$ cat src/rtl/tile_seq_pkg.sv
package tile_seq_pkg;

    localparam int unsigned DEF_IDX_W = 6;
    localparam int unsigned POST_PHASES = 3;

    typedef struct packed {
        logic run;
        logic xfer;
        logic latch;
        logic decide;
        logic done;
    } seq_phase_t;

    function automatic int unsigned cycle_clocks(input int unsigned idx_w);
        return (32'd1 << idx_w) + POST_PHASES;
    endfunction

endpackage

$ cat src/rtl/tile_seq_counter.sv
module tile_seq_counter #(
    parameter int unsigned IDX_W = tile_seq_pkg::DEF_IDX_W
) (
    input  logic           clk,
    input  logic           rst,
    input  logic           clr,
    input  logic           restart,
    output logic [IDX_W:0] cnt,
    output logic           full
);
    // counts while the top bit is clear, parks once it sets
    always_ff @(posedge clk) begin
        if (rst || clr) begin
            cnt <= '0;
        end else if (restart) begin
            cnt <= '0;
        end else if (!cnt[IDX_W]) begin
            cnt <= cnt + 1'b1;
        end
    end

    assign full = cnt[IDX_W];

endmodule

$ cat src/rtl/tile_seq_chain.sv
module tile_seq_chain #(
    parameter int unsigned FOLLOW = 2
) (
    input  logic              clk,
    input  logic              rst,
    input  logic              clr,
    input  logic              full,
    input  logic              last_tile,
    output logic [FOLLOW-1:0] fol,
    output logic              ff_end,
    output logic              fin,
    output logic              dec,
    output logic              restart
);
    // Each stage sets when its predecessor is high and clears when it is low,
    // so the release after a restart ripples down the chain one clock per stage.
    for (genvar s = 0; s < FOLLOW; s++) begin : g_stage
        always_ff @(posedge clk) begin
            if (rst || clr) begin
                fol[s] <= 1'b0;
            end else if (s == 0) begin
                fol[s] <= full;
            end else begin
                fol[s] <= fol[(s == 0) ? 0 : s-1];
            end
        end
    end

    assign dec     = fol[FOLLOW-1] & ~ff_end & ~fin;
    assign restart = dec & ~last_tile;

    // Final stage: set by a restart, cleared once the stage before it has released.
    always_ff @(posedge clk) begin
        if (rst || clr) begin
            ff_end <= 1'b0;
        end else if (restart) begin
            ff_end <= 1'b1;
        end else if (!fol[FOLLOW-1]) begin
            ff_end <= 1'b0;
        end
    end

    always_ff @(posedge clk) begin
        if (rst || clr) begin
            fin <= 1'b0;
        end else if (dec && last_tile) begin
            fin <= 1'b1;
        end
    end

    a_r5_decide_single: assert property (@(posedge clk) disable iff (rst || clr)
        dec |=> !dec);

endmodule

$ cat src/rtl/tile_seq.sv
module tile_seq #(
    parameter int unsigned IDX_W = tile_seq_pkg::DEF_IDX_W
) (
    input  logic             clk,
    input  logic             rst,
    input  logic             cfg_mode,
    input  logic             last_tile,
    output logic [IDX_W-1:0] idx,
    output logic             run,
    output logic             xfer_stb,
    output logic             latch_stb,
    output logic             decide,
    output logic             done
);
    import tile_seq_pkg::*;

    localparam int unsigned FOLLOW = POST_PHASES - 1;
    localparam logic [IDX_W-1:0] LAST_IDX = '1;

    logic [IDX_W:0]    cnt;
    logic              full;
    logic [FOLLOW-1:0] fol;
    logic              ff_end, fin, dec, restart, quiet;
    seq_phase_t        ph;

    tile_seq_counter #(.IDX_W(IDX_W)) u_cnt (
        .clk(clk), .rst(rst), .clr(cfg_mode), .restart(restart),
        .cnt(cnt), .full(full)
    );

    tile_seq_chain #(.FOLLOW(FOLLOW)) u_chain (
        .clk(clk), .rst(rst), .clr(cfg_mode), .full(full),
        .last_tile(last_tile), .fol(fol), .ff_end(ff_end),
        .fin(fin), .dec(dec), .restart(restart)
    );

    assign quiet = rst | cfg_mode;

    always_comb begin
        ph.run    = ~full & ~quiet;
        ph.xfer   = full & ~fol[0] & ~quiet;
        ph.latch  = fol[0] & ~fol[FOLLOW-1] & ~quiet;
        ph.decide = dec & ~quiet;
        ph.done   = fin & ~quiet;
    end

    assign run       = ph.run;
    assign xfer_stb  = ph.xfer;
    assign latch_stb = ph.latch;
    assign decide    = ph.decide;
    assign done      = ph.done;
    assign idx       = ph.run ? cnt[IDX_W-1:0] : '0;

    a_r2_index_step: assert property (@(posedge clk) disable iff (rst)
        (run && idx != LAST_IDX) |=> ((run && idx == $past(idx) + 1'b1) || cfg_mode));
    a_r3_xfer_after_count: assert property (@(posedge clk) disable iff (rst)
        (run && idx == LAST_IDX) |=> (xfer_stb || cfg_mode));
    a_r4_latch_after_xfer: assert property (@(posedge clk) disable iff (rst)
        xfer_stb |=> (latch_stb || cfg_mode));
    a_r5_decide_after_latch: assert property (@(posedge clk) disable iff (rst)
        latch_stb |=> (decide || cfg_mode));
    a_r6_restart: assert property (@(posedge clk) disable iff (rst)
        (decide && !last_tile) |=> ((run && idx == '0) || cfg_mode));
    a_r7_finish: assert property (@(posedge clk) disable iff (rst)
        (decide && last_tile) |=> (done || cfg_mode));
    a_r8_done_hold: assert property (@(posedge clk) disable iff (rst)
        done |=> (done || cfg_mode));
    a_r9_one_phase: assert property (@(posedge clk) disable iff (rst)
        $onehot0({run, xfer_stb, latch_stb, decide, done}));

endmodule

$ cat config.mk
export PLATFORM = sky130hd
export DESIGN_NAME = tile_seq
export DESIGN_NICKNAME = d
export VERILOG_FILES = /design/src/rtl/tile_seq_pkg.sv /design/src/rtl/tile_seq_counter.sv /design/src/rtl/tile_seq_chain.sv /design/src/rtl/tile_seq.sv
export SDC_FILE = /design/constraint.sdc
export NUM_CORES = 1
export LEC_CHECK = 0
export BUFFER_PORTS_ARGS = -buffer_cell sky130_fd_sc_hd__buf_4
export CORE_AREA = 2 2 39 41
export CTS_CLUSTER_SIZE = 25
export DETAILED_ROUTE_END_ITERATION = 12
export DIE_AREA = 0 0 41 43
export PLACE_DENSITY_LB_ADDON = 0.3
export SKIP_CTS_REPAIR_TIMING = 1
export SLEW_MARGIN = 30
export SYNTH_ARGS = -nofsm -noshare
export SYNTH_HDL_FRONTEND = slang
export SYNTH_SLANG_ARGS = --single-unit
$ cat constraint.sdc
create_clock -name clk -period 2.98 [get_ports clk]
set_input_delay 0.596 -clock clk [delete_from_list [all_inputs] [get_ports clk]]
set_output_delay 0.596 -clock clk [all_outputs]
set_load 0.005 [all_outputs]
==> out/qor.csv <==
stage,metric,value,unit
run_status,outcome,"finished, final reports clean",
timing,Worst-Margin Slew,0.595,ns
cts,H-Tree Level Count,1,
layout,number of fill cells,138,
global_route,GRT Total Usage,11.6,%
cts,worst skew pair latency,0.26,ns
detailed_routing,# DRC,0,
timing,Worst slew margin,60.0,%
die,die area,1760,um2
layout,"most common cell after layout, fill and taps aside",buf_4,
global_route,initial antenna violation count,0,
layout,antenna cells,0,
timing,"Setup violations, final",0,
global_route,largest net degree at the start of global routing,9,
synth,Synth Instances,53,
power,total power,0.263,mW
layout,multi-input logic area,278,um2
cts,CTS tree,yes,
timing,post-route minimum period,2.13,ns
synth,main flop type after synthesis,dfxtp_1,
global_route,first-pass GRT wire length,1.32,mm
die,Site Rows,14,
timing,setup TNS,0,ns
global_route,vias in the first global route,339,
placed_design,# port buffers,14,
detailed_routing,DR pass1 iterations,4,
detailed_routing,detail-routed via count per cell,4.84,
synth,Synth cell types,24,
synth,Mapped Nets,58,
timing,fin crit share,71.4,%
min_path,Hold Crit Class,reg -> reg,
timing,worst clock skew,0.00190,ns
synth,Adder-Cell Fraction of Synth Area,2.44,%
layout,sequential cell area,220,um2
cts,"Clk pin slew, worst setup/hold paths",0.07,ns
flow_run,Max Cap Viol,0,
worst_setup_path,CP bufs+invs,2,
timing,final hold violation count,0,
die,die width,41,um
synth,Async SR Flop Fraction,0,%
global_route,global route total overflow,0,
worst_setup_path,CP cell instances,"buf_4, nor3_1, and2_1, buf_4",
layout,area delta synth->final,27.3,%
placed_design,post-placement cell count,82,
worst_setup_path,crit start category,primary input,
layout,layout cells sized above 1,28.6,%
synth,synth warn,0,
synth,Synth Area in Simple Gates,34.6,%
synth,number of enable flip-flop cells after synthesis,0,
layout,final core utilization,47.2,%
layout,most frequent cells in the layout,"buf_4 (14), dfxtp_1 (11), and2_1 (8), nor2_1 (8)",
worst_setup_path,CP peak stage delay,0.50,ns
timing,setup repair after global routing missed its margin,no,
power,LEAKAGE,0.331,nW
detailed_routing,Final ANT Viol Nets,0,
die,core area,1380,um2
power,worst vdd rail ir drop,0.212,mV
layout,Post-Layout Cell Count,86,
synth,Syn Area/Cell,9.68,um2
detailed_routing,drt wl/cell,10.2,um
synth,"Cell Area, Synth",513,um2
detailed_routing,via count,416,
timing,FMAX,0.470,GHz
die,Ports,15,
layout,fin area,653,um2
synth,part of the Yosys area used for sequential elements,42.9,%
timing,Pins Over Slew Limit,0,
cts,Clock Path Buffers,2,
worst_setup_path,CP Capture Type,primary output,
cts,total CTS buffers,3,
detailed_routing,initial detailed-routing violation count,4,
worst_setup_path,CP required,2.38,ns
synth,Synth Register Bits,11,
synth,largest family of logic cells by synthesized area,simple AND/OR/NAND/NOR gates,
die,Starting Density,37.1,%
cts,CTS Sinks,11,
cts,clock root buffer,clkbuf_4,
placed_design,final estimated routing congestion in global placement,0.663,
die,die height,43,um
worst_setup_path,Worst path most repeated cell,buf_4,
detailed_routing,total detailed-routing wirelength,874,um
layout,nets,76,
synth,Post-Synth XOR/XNOR Area,6.83,%
placed_design,DP HPWL,674,um
worst_setup_path,CP max stage cell,nor3_1,
worst_setup_path,Worst Path Arrival,1.53,ns
synth,post-synthesis mux area share,1.95,%
worst_setup_path,family with the most delay on the worst path,simple AND/OR/NAND/NOR gates,
synth,Compound-Gate Fraction of Synth Area,8.29,%
worst_setup_path,critical path class,in -> out,
worst_setup_path,worst-path maximum fanout,7,
placed_design,placed cell area,627,um2
power,PD cells,403,nW/um2
## sequential cells by signal, summed over array words and instances (netlist names)
register        cells
u_cnt.cnt           7
u_chain.fol         2
u_chain.ff_end      1
u_chain.fin         1
## layer usage
metal	track usage (%)	vias to the layer above	share of wire, %
li1	-	217	-
met5	0	-	0
met1	13.2	192	47
met3	4.71	2	2.7
met2	16.6	5	48
met4	8.00	0	1.6
## metrics by stage
step,hold WS [ns],setup slack (ns)
floorplan,0.445,1.21
global placement,0.455,0.863
detailed placement,0.466,0.825
CTS,0.478,0.826
global route,0.510,0.697
finish,0.474,0.851
## synthesized netlist by cell type (all sizes together), types with 2 or more instances
master  count  share of area [%]
nor2b       2                2.4
xor2        3                5.1
a31oi       2                2.4
and2        9                 11
dfxtp      11                 43
nand4b      2                6.3
nor3        2                2.0
nor2        8                5.9
## power by group
part           internal (mW)  switching, mW
Clock                 0.0517         0.0468
Sequential             0.148        0.00214
Combinational        0.00700        0.00717
## final timing paths
kind / cells after the start / slack (ns) / from / end
max: 4 / 0.85 / cfg_mode / idx[0]
min: 1 / 0.47 / u_chain.fol[0]$_SDFF_PP0_ / u_chain.fol[1]$_SDFF_PP0_
max reg2reg: 3 / 1.81 / u_cnt.cnt[6]$_SDFF_PP0_ / u_cnt.cnt[5]$_SDFFE_PP0N_
min reg2reg: 1 / 0.47 / u_chain.fol[0]$_SDFF_PP0_ / u_chain.fol[1]$_SDFF_PP0_
## cell families (layout without fill, tap and decap cells)
family | after synthesis | count (layout)
compound gates | 6 | 6
xor+xnor | 4 | 4
fa+ha+maj | 1 | 1
buf+inv | 2 | 19
flops | 11 | 11
mux | 1 | 1
simple gates | 28 | 28
## final cells by class
class	count	area share [%]
clock buffer	4	4.02
tap	16	3.07
multi-input combinational	40	42.5
timing repair buffer	14	16.1
inverter	1	0.575
sequential	11	33.7
No activity file was read; power rests on OpenSTA's default activity.
